### src/rtl/stripe_rmw_pkg.sv
package stripe_rmw_pkg;

    typedef enum logic [2:0] {
        ST_IDLE,
        ST_RD_DATA,
        ST_RD_PAR,
        ST_WR_DATA,
        ST_WR_PAR
    } rmw_state_e;

endpackage

### src/rtl/stripe_lba_map.sv
module stripe_lba_map #(
    parameter int LBA_W = 16,
    parameter int NCOL  = 5,
    parameter int COL_W = 3
) (
    input  logic [LBA_W-1:0] lba,
    output logic [LBA_W-1:0] stripe,
    output logic [COL_W-1:0] dcol,
    output logic [COL_W-1:0] pcol
);
    localparam int DCOL = NCOL - 1;

    logic [COL_W-1:0] slot;

    always_comb begin
        stripe = lba / LBA_W'(DCOL);
        slot   = COL_W'(lba % LBA_W'(DCOL));
        // parity walks downward one column per stripe
        pcol   = COL_W'(DCOL) - COL_W'(stripe % LBA_W'(NCOL));
        // data slots skip over the parity column
        dcol   = (slot >= pcol) ? slot + COL_W'(1) : slot;
    end
endmodule

### src/rtl/stripe_par_acc.sv
module stripe_par_acc #(
    parameter int BLK_W = 32
) (
    input  logic             clk,
    input  logic             rst,
    input  logic             load,
    input  logic [BLK_W-1:0] load_val,
    input  logic             fold,
    input  logic [BLK_W-1:0] fold_val,
    output logic [BLK_W-1:0] acc
);
    always_ff @(posedge clk) begin
        if (rst)
            acc <= '0;
        else if (load)
            acc <= load_val;
        else if (fold)
            acc <= acc ^ fold_val;
    end
endmodule

### src/rtl/stripe_rmw_seq.sv
module stripe_rmw_seq
    import stripe_rmw_pkg::*;
(
    input  logic clk,
    input  logic rst,
    input  logic start_req,
    input  logic dsk_ack,
    output logic busy,
    output logic accept,
    output logic dsk_req,
    output logic dsk_wr,
    output logic sel_par,
    output logic fold,
    output logic done
);
    rmw_state_e state, nxt;

    always_ff @(posedge clk) begin
        if (rst) begin
            state <= ST_IDLE;
            done  <= 1'b0;
        end else begin
            state <= nxt;
            done  <= (state == ST_WR_PAR) && dsk_ack;
        end
    end

    always_comb begin
        nxt = state;
        unique case (state)
            ST_IDLE:    if (start_req) nxt = ST_RD_DATA;
            ST_RD_DATA: if (dsk_ack)   nxt = ST_RD_PAR;
            ST_RD_PAR:  if (dsk_ack)   nxt = ST_WR_DATA;
            ST_WR_DATA: if (dsk_ack)   nxt = ST_WR_PAR;
            ST_WR_PAR:  if (dsk_ack)   nxt = ST_IDLE;
            default:                   nxt = ST_IDLE;
        endcase
    end

    always_comb begin
        busy    = 1'b1;
        accept  = 1'b0;
        dsk_req = 1'b1;
        dsk_wr  = 1'b0;
        sel_par = 1'b0;
        fold    = 1'b0;
        unique case (state)
            ST_IDLE: begin
                busy    = 1'b0;
                dsk_req = 1'b0;
                accept  = start_req;
            end
            ST_RD_DATA: fold = dsk_ack;
            ST_RD_PAR: begin
                sel_par = 1'b1;
                fold    = dsk_ack;
            end
            ST_WR_DATA: dsk_wr = 1'b1;
            ST_WR_PAR: begin
                dsk_wr  = 1'b1;
                sel_par = 1'b1;
            end
            default: begin
                busy    = 1'b0;
                dsk_req = 1'b0;
            end
        endcase
    end
endmodule

### src/rtl/stripe_rmw_engine.sv
module stripe_rmw_engine #(
    parameter int BLK_W = 32,
    parameter int LBA_W = 16,
    parameter int NCOL  = 5,
    localparam int COL_W = $clog2(NCOL)
) (
    input  logic             clk,
    input  logic             rst,
    input  logic             wr_valid,
    input  logic [LBA_W-1:0] wr_lba,
    input  logic [BLK_W-1:0] wr_data,
    output logic             busy,
    output logic             dsk_req,
    output logic             dsk_wr,
    output logic [COL_W-1:0] dsk_col,
    output logic [LBA_W-1:0] dsk_stripe,
    output logic [BLK_W-1:0] dsk_wdata,
    input  logic             dsk_ack,
    input  logic [BLK_W-1:0] dsk_rdata,
    output logic             done,
    output logic [LBA_W-1:0] done_stripe,
    output logic [COL_W-1:0] done_pcol
);
    logic [LBA_W-1:0] map_stripe;
    logic [COL_W-1:0] map_dcol, map_pcol;
    logic [LBA_W-1:0] cur_stripe;
    logic [COL_W-1:0] cur_dcol, cur_pcol;
    logic [BLK_W-1:0] cur_data, par_acc;
    logic             accept, sel_par, fold;

    stripe_lba_map #(.LBA_W(LBA_W), .NCOL(NCOL), .COL_W(COL_W)) u_map (
        .lba    (wr_lba),
        .stripe (map_stripe),
        .dcol   (map_dcol),
        .pcol   (map_pcol)
    );

    stripe_rmw_seq u_seq (
        .clk       (clk),
        .rst       (rst),
        .start_req (wr_valid),
        .dsk_ack   (dsk_ack),
        .busy      (busy),
        .accept    (accept),
        .dsk_req   (dsk_req),
        .dsk_wr    (dsk_wr),
        .sel_par   (sel_par),
        .fold      (fold),
        .done      (done)
    );

    stripe_par_acc #(.BLK_W(BLK_W)) u_acc (
        .clk      (clk),
        .rst      (rst),
        .load     (accept),
        .load_val (wr_data),
        .fold     (fold),
        .fold_val (dsk_rdata),
        .acc      (par_acc)
    );

    always_ff @(posedge clk) begin
        if (rst) begin
            cur_stripe <= '0;
            cur_dcol   <= '0;
            cur_pcol   <= '0;
            cur_data   <= '0;
        end else if (accept) begin
            cur_stripe <= map_stripe;
            cur_dcol   <= map_dcol;
            cur_pcol   <= map_pcol;
            cur_data   <= wr_data;
        end
    end

    always_comb begin
        dsk_col     = sel_par ? cur_pcol : cur_dcol;
        dsk_wdata   = sel_par ? par_acc : cur_data;
        dsk_stripe  = cur_stripe;
        done_stripe = cur_stripe;
        done_pcol   = cur_pcol;
    end
endmodule

### config.mk
export PLATFORM = sky130hd
export DESIGN_NAME = stripe_rmw_engine
export DESIGN_NICKNAME = d
export VERILOG_FILES = /design/src/rtl/stripe_rmw_pkg.sv /design/src/rtl/stripe_lba_map.sv /design/src/rtl/stripe_par_acc.sv /design/src/rtl/stripe_rmw_seq.sv /design/src/rtl/stripe_rmw_engine.sv
export SDC_FILE = /design/constraint.sdc
export NUM_CORES = 1
export LEC_CHECK = 0
export BUFFER_PORTS_ARGS = -buffer_cell sky130_fd_sc_hd__buf_2
export CAP_MARGIN = 20
export CORE_MARGIN = 1.5
export CORE_UTILIZATION = 49
export DETAILED_ROUTE_END_ITERATION = 12
export GPL_ROUTABILITY_DRIVEN = 0
export HOLD_SLACK_MARGIN = 0.08
export PLACE_DENSITY = 0.89
export RECOVER_POWER = 100
export SYNTH_ARGS = -nofsm -noshare
export SYNTH_HDL_FRONTEND = slang
export SYNTH_SLANG_ARGS = --single-unit
### constraint.sdc
create_clock -name clk -period 8.04 [get_ports clk]
set_input_delay 2.412 -clock clk [delete_from_list [all_inputs] [get_ports clk]]
set_output_delay 2.412 -clock clk [all_outputs]
set_load 0.01 [all_outputs]
# ---- Yosys cells after proc, flatten, opt, wreduce, memory -nomap -nowiden
# Cells that the tools add are included.
dict set report word_totals {
  reg_bits 88
  latch_bits 0
  mem_bits_rw 0
  romBits 0
  in_bits 84
  out_inout_bits 74
  wordCells 45
  mem_count 0
}
dict set report op_classes {
  addsub 2
  multipliers 0
  div 1
  n_lt_le_gt_ge 1
  eq_ne 9
  shift 0
  muxes 16
  bitwise 1
  n_reduce_logical 8
}
# cell n
set ops {}
lappend ops {{32-bit 2-to-1 mux} 3}
lappend ops {{32-bit XOR} 1}
lappend ops {{3-bit 2-to-1 mux} 7}
lappend ops {{14-bit by 3-bit remainder unit with 16-bit output, second input constant} 1}
lappend ops {{3-bit case mux with 5 select lines} 1}
lappend ops {{2-bit inequality test, second input constant} 5}
lappend ops {{3-bit by 2-bit equality test with 1-bit output, second input constant} 2}
lappend ops {{2-bit OR reduction} 3}
lappend ops {{1-bit 2-to-1 mux} 5}
lappend ops {{5-bit AND reduction} 1}
lappend ops {{4-bit OR reduction} 1}
lappend ops {{2-bit by 1-bit adder with 3-bit output, second input constant} 1}
lappend ops {{3-bit by 1-bit equality test with 1-bit output, second input constant} 1}
lappend ops {{3-bit equality test, second input constant} 1}
lappend ops {{2-bit by 3-bit greater-or-equal comparator with 1-bit output} 1}
lappend ops {{3-bit zero test} 1}
lappend ops {{3-bit subtractor, first input constant} 1}
lappend ops {{2-bit nonzero test} 1}
lappend ops {{1-bit logical AND} 1}

# ---- Longest topological paths before layout
dict set report depth {
  depth_word 5
  mapped_depth 34
  ltp_nobuf 30
}

# ---- Cells and area by module
# Synthesis repeated with hierarchy kept, for this count alone.
dict set report hier_totals {
  cells_unflattened 701
  area_unflattened_um2 6761.5
}
# mod n_inst cells_per_inst area_per_inst_um2 seq_area_each_um2
set by_module_without_submodules {}
lappend by_module_without_submodules {stripe_rmw_engine 1 229 2657.5 1081.0}
lappend by_module_without_submodules {stripe_par_acc 1 180 1958.1 640.6}
lappend by_module_without_submodules {stripe_lba_map 1 264 1886.8 0.0}
lappend by_module_without_submodules {stripe_rmw_seq 1 28 259.0 80.1}

# ---- Worst setup path before layout
# OpenSTA, ideal clock, no wires.
dict set report synth_path {
  kind {input-to-reg}
  startpoint {input wr_lba[11]}
  endpoint {register cur_dcol[1]}
  setup_time_ns 0.134
  arrival_time_ns 8.262
  required_time_ns 7.906
  path_slack_ns -0.356
  stages 32
  n_path_buf 2
  cell_sequence {buf_4 > nor3b_1 > o21bai_1 > a2111o_1 > nand2_1 > buf_2 > nor3_1 > a2111oi_0 > o221ai_1 > a32o_1 > o21ai_0 > a21oi_1 > a31oi_1 > ha_1 > nand2b_1 > o21ai_0 > a31oi_1 > xnor2_1 > ha_1 > nand2b_1 > a31oi_1 > a32o_1 > a41o_1 > a21oi_1 > a31oi_1 > xnor2_1 > ha_1 > a21oi_1 > nor2_1 > a21boi_1 > nor4_1 > nor4_1}
}
dict set report synth_between {
  elab_chain_cells 4
}
# item line_no
set synth_rtl {}
lappend synth_rtl {{start, declared} stripe_rmw_engine.sv:10} ;# input logic [LBA_W-1:0] wr_lba,
lappend synth_rtl {{14-bit by 3-bit remainder unit with 16-bit output} stripe_lba_map.sv:19} ;# pcol = COL_W'(DCOL) - COL_W'(stripe % LBA_W'(NCOL));
lappend synth_rtl {{3-bit subtractor} stripe_lba_map.sv:19}
lappend synth_rtl {{2-bit by 3-bit greater-or-equal comparator with 1-bit output} stripe_lba_map.sv:21} ;# dcol = (slot >= pcol) ? slot + COL_W'(1) : slot;
lappend synth_rtl {{3-bit 2-to-1 mux} stripe_lba_map.sv:21}
lappend synth_rtl {{end signal, assigned} stripe_rmw_engine.sv:70} ;# cur_dcol <= map_dcol;
lappend synth_rtl {{end, declared} stripe_rmw_engine.sv:27} ;# logic [COL_W-1:0] cur_dcol, cur_pcol;
# Every way passes these cells.
# A chain may end at the register's enable or synchronous reset.

# ---- Worst setup path in the final report
dict set report layout_path {
  startpoint {input wr_lba[13]}
  endpoint {register cur_dcol[2]}
}
# Same word-level chain as after synthesis.

==> summary.md <==
| Metric | Value |
|---|---|
| Most area-consuming cells after synthesis | sky130_fd_sc_hd__dfxtp_1, sky130_fd_sc_hd__nand2_1, sky130_fd_sc_hd__mux2_2, sky130_fd_sc_hd__a21oi_1, sky130_fd_sc_hd__a31oi_1 |
| Grt met3 use | 3.77% |
| Synth area leader | sky130_fd_sc_hd__dfxtp_1 |
| Synth Instances | 787 |
| Critical Path End Type | register |
| Number of core rows | 40 |
| Worst endpoint required time | around 8300 ps |
| Avg Cell Area, Syn | 7.63 µm² |
| Unrepaired setup endpoints after global routing | yes |
| Die area | 12900 µm² |
| Post-route insts no fill | about 1100 |
| Relative contribution of the clock network to total power | 26.2% |
| CTS root buffer | sky130_fd_sc_hd__clkbuf_16 |
| Number of buffers inserted during clock tree synthesis | 9 |
| Total standard cell area after synthesis | roughly 6000 µm² |
| Final Core Density | 68.5% |
| Clock latency at the later pin of the worst-skew pair | 340 ps |
| Vias in the first global route | 6331 |
| Max-capacitance violation count | 0 |
| Count of final hold-check violations | 0 |
| Global route total overflow | 0 |
| Final WS setup | -123 ps |
| Result of the run | finished with violations |
| DRT iter0 DRCs | a little under 1000 |
| Global Route Usage Sum | around 29% |
| Number of enable flip-flop cells after synthesis | 0 |
| Slowest library cell on the worst path | sky130_fd_sc_hd__a2111oi_4 |
| Slew margin rel. | a little over a third |
| Drc violations | 0 |
| Crit Path Category | input pin to register |
| Core Region | 12000 µm² |
| Largest delay contributor family on the critical path | compound AO/OA/AOI/OAI gates |
| Crit-path max FO | 8 |
| Y dimension of the die | about 110 µm |
| Final setup viols | 3 |
| Slew Limit Fails | 0 |
| Sequential fraction of the synthesis area | between 20% and 30% |
| Largest buffer count on any clock path | 2 |
| Post-synth top flop | sky130_fd_sc_hd__dfxtp_1 |
| Fmax | around 0.12 GHz |
| Cell depth of the worst flop-to-flop path | 6 |
| Pin count of the biggest net entering global routing | 89 |
| Category of the worst setup path launch point | input pin |
| Post-CTS Hold Buffers | 0 |
| Portion of the clock cycle consumed by the worst path in the final layout | 102% |
| Number of distinct standard cells referenced by the synthesized netlist | 82 |
| Period minus WS final | 8160 ps |
| Violated checks | setup timing |
| Place WS | -523 ps |
| Layer carrying the most global-route usage | met2 |
| Async set-reset flop share out of synthesis | 0% |
| Number of vias per cell after detailed routing | 6.22 |
| Sink count of the clock tree | 88 |
| Wire length of the first global-routing pass | 30200 µm |
| DR vias | 7037 |
| Count of input and output buffers | 153 |
| Path class of the lowest-slack min-delay path | register to register |
| Switching fraction of total power | 36.0% |
| Worst setup skew after layout | between 6 and 7 ps |
| Worst hold endpoint | cur_data[1]$_SDFFE_PP0P_ |
| CTS tree | done |
| Count leader, synth | sky130_fd_sc_hd__nand2_1 |
| Inserted Diodes | 0 |
| Worst-Margin Slew | 950 ps |
| Longest individual stage delay on the worst path | 580 ps |
| Wirelength per Cell | 17.5 µm |
| Worst Hold Launch | cur_data[1]$_SDFFE_PP0P_ |
| CTS HTree Levels | 3 |
| Commonest cells in the synthesized netlist | sky130_fd_sc_hd__nand2_1, sky130_fd_sc_hd__dfxtp_1, sky130_fd_sc_hd__a21oi_1 |
| Count of nets left with antenna violations after detail routing | 0 |
| Filler cell count in the final layout | between 800 and 900 |
| Endpoint of the worst-slack reg-to-reg timing path | u_acc.acc[29]$_SDFFE_PP0P_ |
| Number of warnings issued by yosys | 0 |
| Internal portion of total power | about 0.0011 W |
| Area used by multi-input combinational logic | 4210 µm² |
| Sequential cell area | 1760 µm² |
| Share of power burned in registers | 30.3% |
| Clock-pin slew reported for the worst setup and hold paths after clock tree synthesis | 70 ps |
| Setup slack of the worst register-to-register path | 6010 ps |
| Cells on Worst Hold Path | 2 |
| Area share of the largest cell type after synthesis | 29.3% |
| Nets | 1071 |
| Starting density of the core | 50.2% |
| Global routing usage on met1 | 36.6% |
| Power per Cell Area | 204 nW/µm² |
| Sw power | 0.000602 W |
| Proportion of power drawn by combinational gates | between 40% and 50% |
| Half-perimeter wire length after detailed placement | between 10000 and 15000 µm |
| Wire length reported by the detailed router | 19800 µm |
| Number of optimization iterations in the first detailed-route pass | 5 |
| Hold Slack | 452 ps |
| Layout cells sized above 1 | 39.3% |
| Arrival time at the worst endpoint | between 8000 and 9000 ps |
| Pleak | approximately 3.5 nW |
| Growth of design area from synthesis to finish | 36.4% |
| Number of storage elements in the synthesis netlist | 88 |
| X dimension of the die | 114 µm |
| Summed negative setup slack over all endpoints | -333 ps |
| Number of antenna violations at the first check in global routing | 0 |
| IO Count | ~160 |
| Origin of the critical flop-to-flop path | u_seq.state[2]$_SDFFE_PP0P_ |
| Combined buffer and inverter count along the critical path | 5 |
| Dpl cells | 1096 |
| Peak supply drop | 0.120 mV |
| Met2 Use GR | 47.3% |
[area by class of cell]
cell class	count	share of cell area, %
Sequential cell	88	21.5
Inverter	12	0.550
Tap cell	147	2.24
Multi-Input combinational cell	606	51.4
Clock buffer	10	2.79
Clock inverter	6	0.916
Timing Repair Buffer	263	20.6
[per-stage QoR]
step / total power, W / area [µm²]
after floorplan: 0.000910 / 6250
after global placement: 0.00111 / 7430
after detailed placement: 0.00113 / 7430
after CTS: 0.00160 / 7900
after global routing: 0.00175 / 8190
final: 0.00167 / 8190
[power groups by stage]
stage	clock network, W	registers (W)	logic (W)
floorplan	0	0.000510	0.000400
global placement	0	0.000512	0.000594
detailed placement	0	0.000515	0.000610
CTS	0.000445	0.000506	0.000652
global route	0.000463	0.000511	0.000777
finish	0.000438	0.000507	0.000726
[layer usage]
metal,routed length [µm],share of wire (%)
met5,0,0
met4,788,4.0
met3,1500,7.6
met2,9550,48
met1,7950,40
[worst min-delay path: stages, from the launching register on]
cell                      delay, ps
sky130_fd_sc_hd__dfxtp_1        310
sky130_fd_sc_hd__nand2_1         50
sky130_fd_sc_hd__a21oi_1         50
[cells in the final DEF (no fill, tap or decap), types with 3 or more instances in the layout]
master	count
sky130_fd_sc_hd__ha_1	5
sky130_fd_sc_hd__inv_1	9
sky130_fd_sc_hd__buf_4	102
sky130_fd_sc_hd__xnor2_1	9
sky130_fd_sc_hd__o221ai_1	3
sky130_fd_sc_hd__or3_1	4
sky130_fd_sc_hd__nand3b_1	33
sky130_fd_sc_hd__a21o_1	3
sky130_fd_sc_hd__o211ai_1	5
sky130_fd_sc_hd__clkbuf_16	9
sky130_fd_sc_hd__nor2_1	32
sky130_fd_sc_hd__nand2b_1	4
sky130_fd_sc_hd__o21ai_0	40
sky130_fd_sc_hd__buf_12	4
sky130_fd_sc_hd__a32oi_1	3
sky130_fd_sc_hd__buf_2	148
sky130_fd_sc_hd__o2111ai_4	3
sky130_fd_sc_hd__a211o_1	3
sky130_fd_sc_hd__o2111a_1	3
sky130_fd_sc_hd__buf_6	9
sky130_fd_sc_hd__a211oi_1	7
sky130_fd_sc_hd__nand2b_4	3
sky130_fd_sc_hd__nand2_1	153
sky130_fd_sc_hd__nand3_1	10
sky130_fd_sc_hd__nand4_1	8
sky130_fd_sc_hd__a21oi_2	5
sky130_fd_sc_hd__o22ai_1	4
sky130_fd_sc_hd__dfxtp_1	88
sky130_fd_sc_hd__a31oi_1	39
sky130_fd_sc_hd__a21oi_1	62
sky130_fd_sc_hd__and3_1	6
sky130_fd_sc_hd__mux2_2	35
sky130_fd_sc_hd__conb_1	4
sky130_fd_sc_hd__nor3_1	12
sky130_fd_sc_hd__nor3b_1	4
sky130_fd_sc_hd__o21ai_1	7
[timing repair]
action	CTS	global route
gates resized for setup	18	46
buffers inserted	12	8
pin swaps	26	39
gates cloned	0	0
endpoints found under the setup margin	3	3
endpoints found under the hold margin	0	0
[sequential cells by signal, summed over array words and instances (netlist names)]
signal / cells
u_seq.done: 1
cur_data: 32
u_acc.acc: 32
u_seq.state: 3
done_pcol: 3
done_stripe: 14
cur_dcol: 3
[cell families after synthesis]
logic type,after synthesis,share of synthesized area (%)
xor gates and xnor gates,14,2.17
other,1,0.0624
DFF,88,29.3
and+or+nand+nor,303,25.2
adders and majority gates,8,1.65
buffers and inverters,96,7.94
AOI/OAI and AO/OA,238,26.4
muxes,39,7.23
[how the worst max path moves through the flow]
| stage | to | from | cells past startpoint |
|---|---|---|---|
| floorplan | cur_dcol[1]$_SDFFE_PP0P_ | wr_lba[13] | 33 |
| global placement | cur_dcol[1]$_SDFFE_PP0P_ | wr_lba[13] | 32 |
| detailed placement | cur_dcol[1]$_SDFFE_PP0P_ | wr_lba[13] | 32 |
| CTS | cur_dcol[2]$_SDFFE_PP0P_ | wr_lba[11] | 33 |
| global route | cur_dcol[2]$_SDFFE_PP0P_ | wr_lba[13] | 34 |
| finish | cur_dcol[2]$_SDFFE_PP0P_ | wr_lba[13] | 34 |
(Power assumes the default switching activity.)
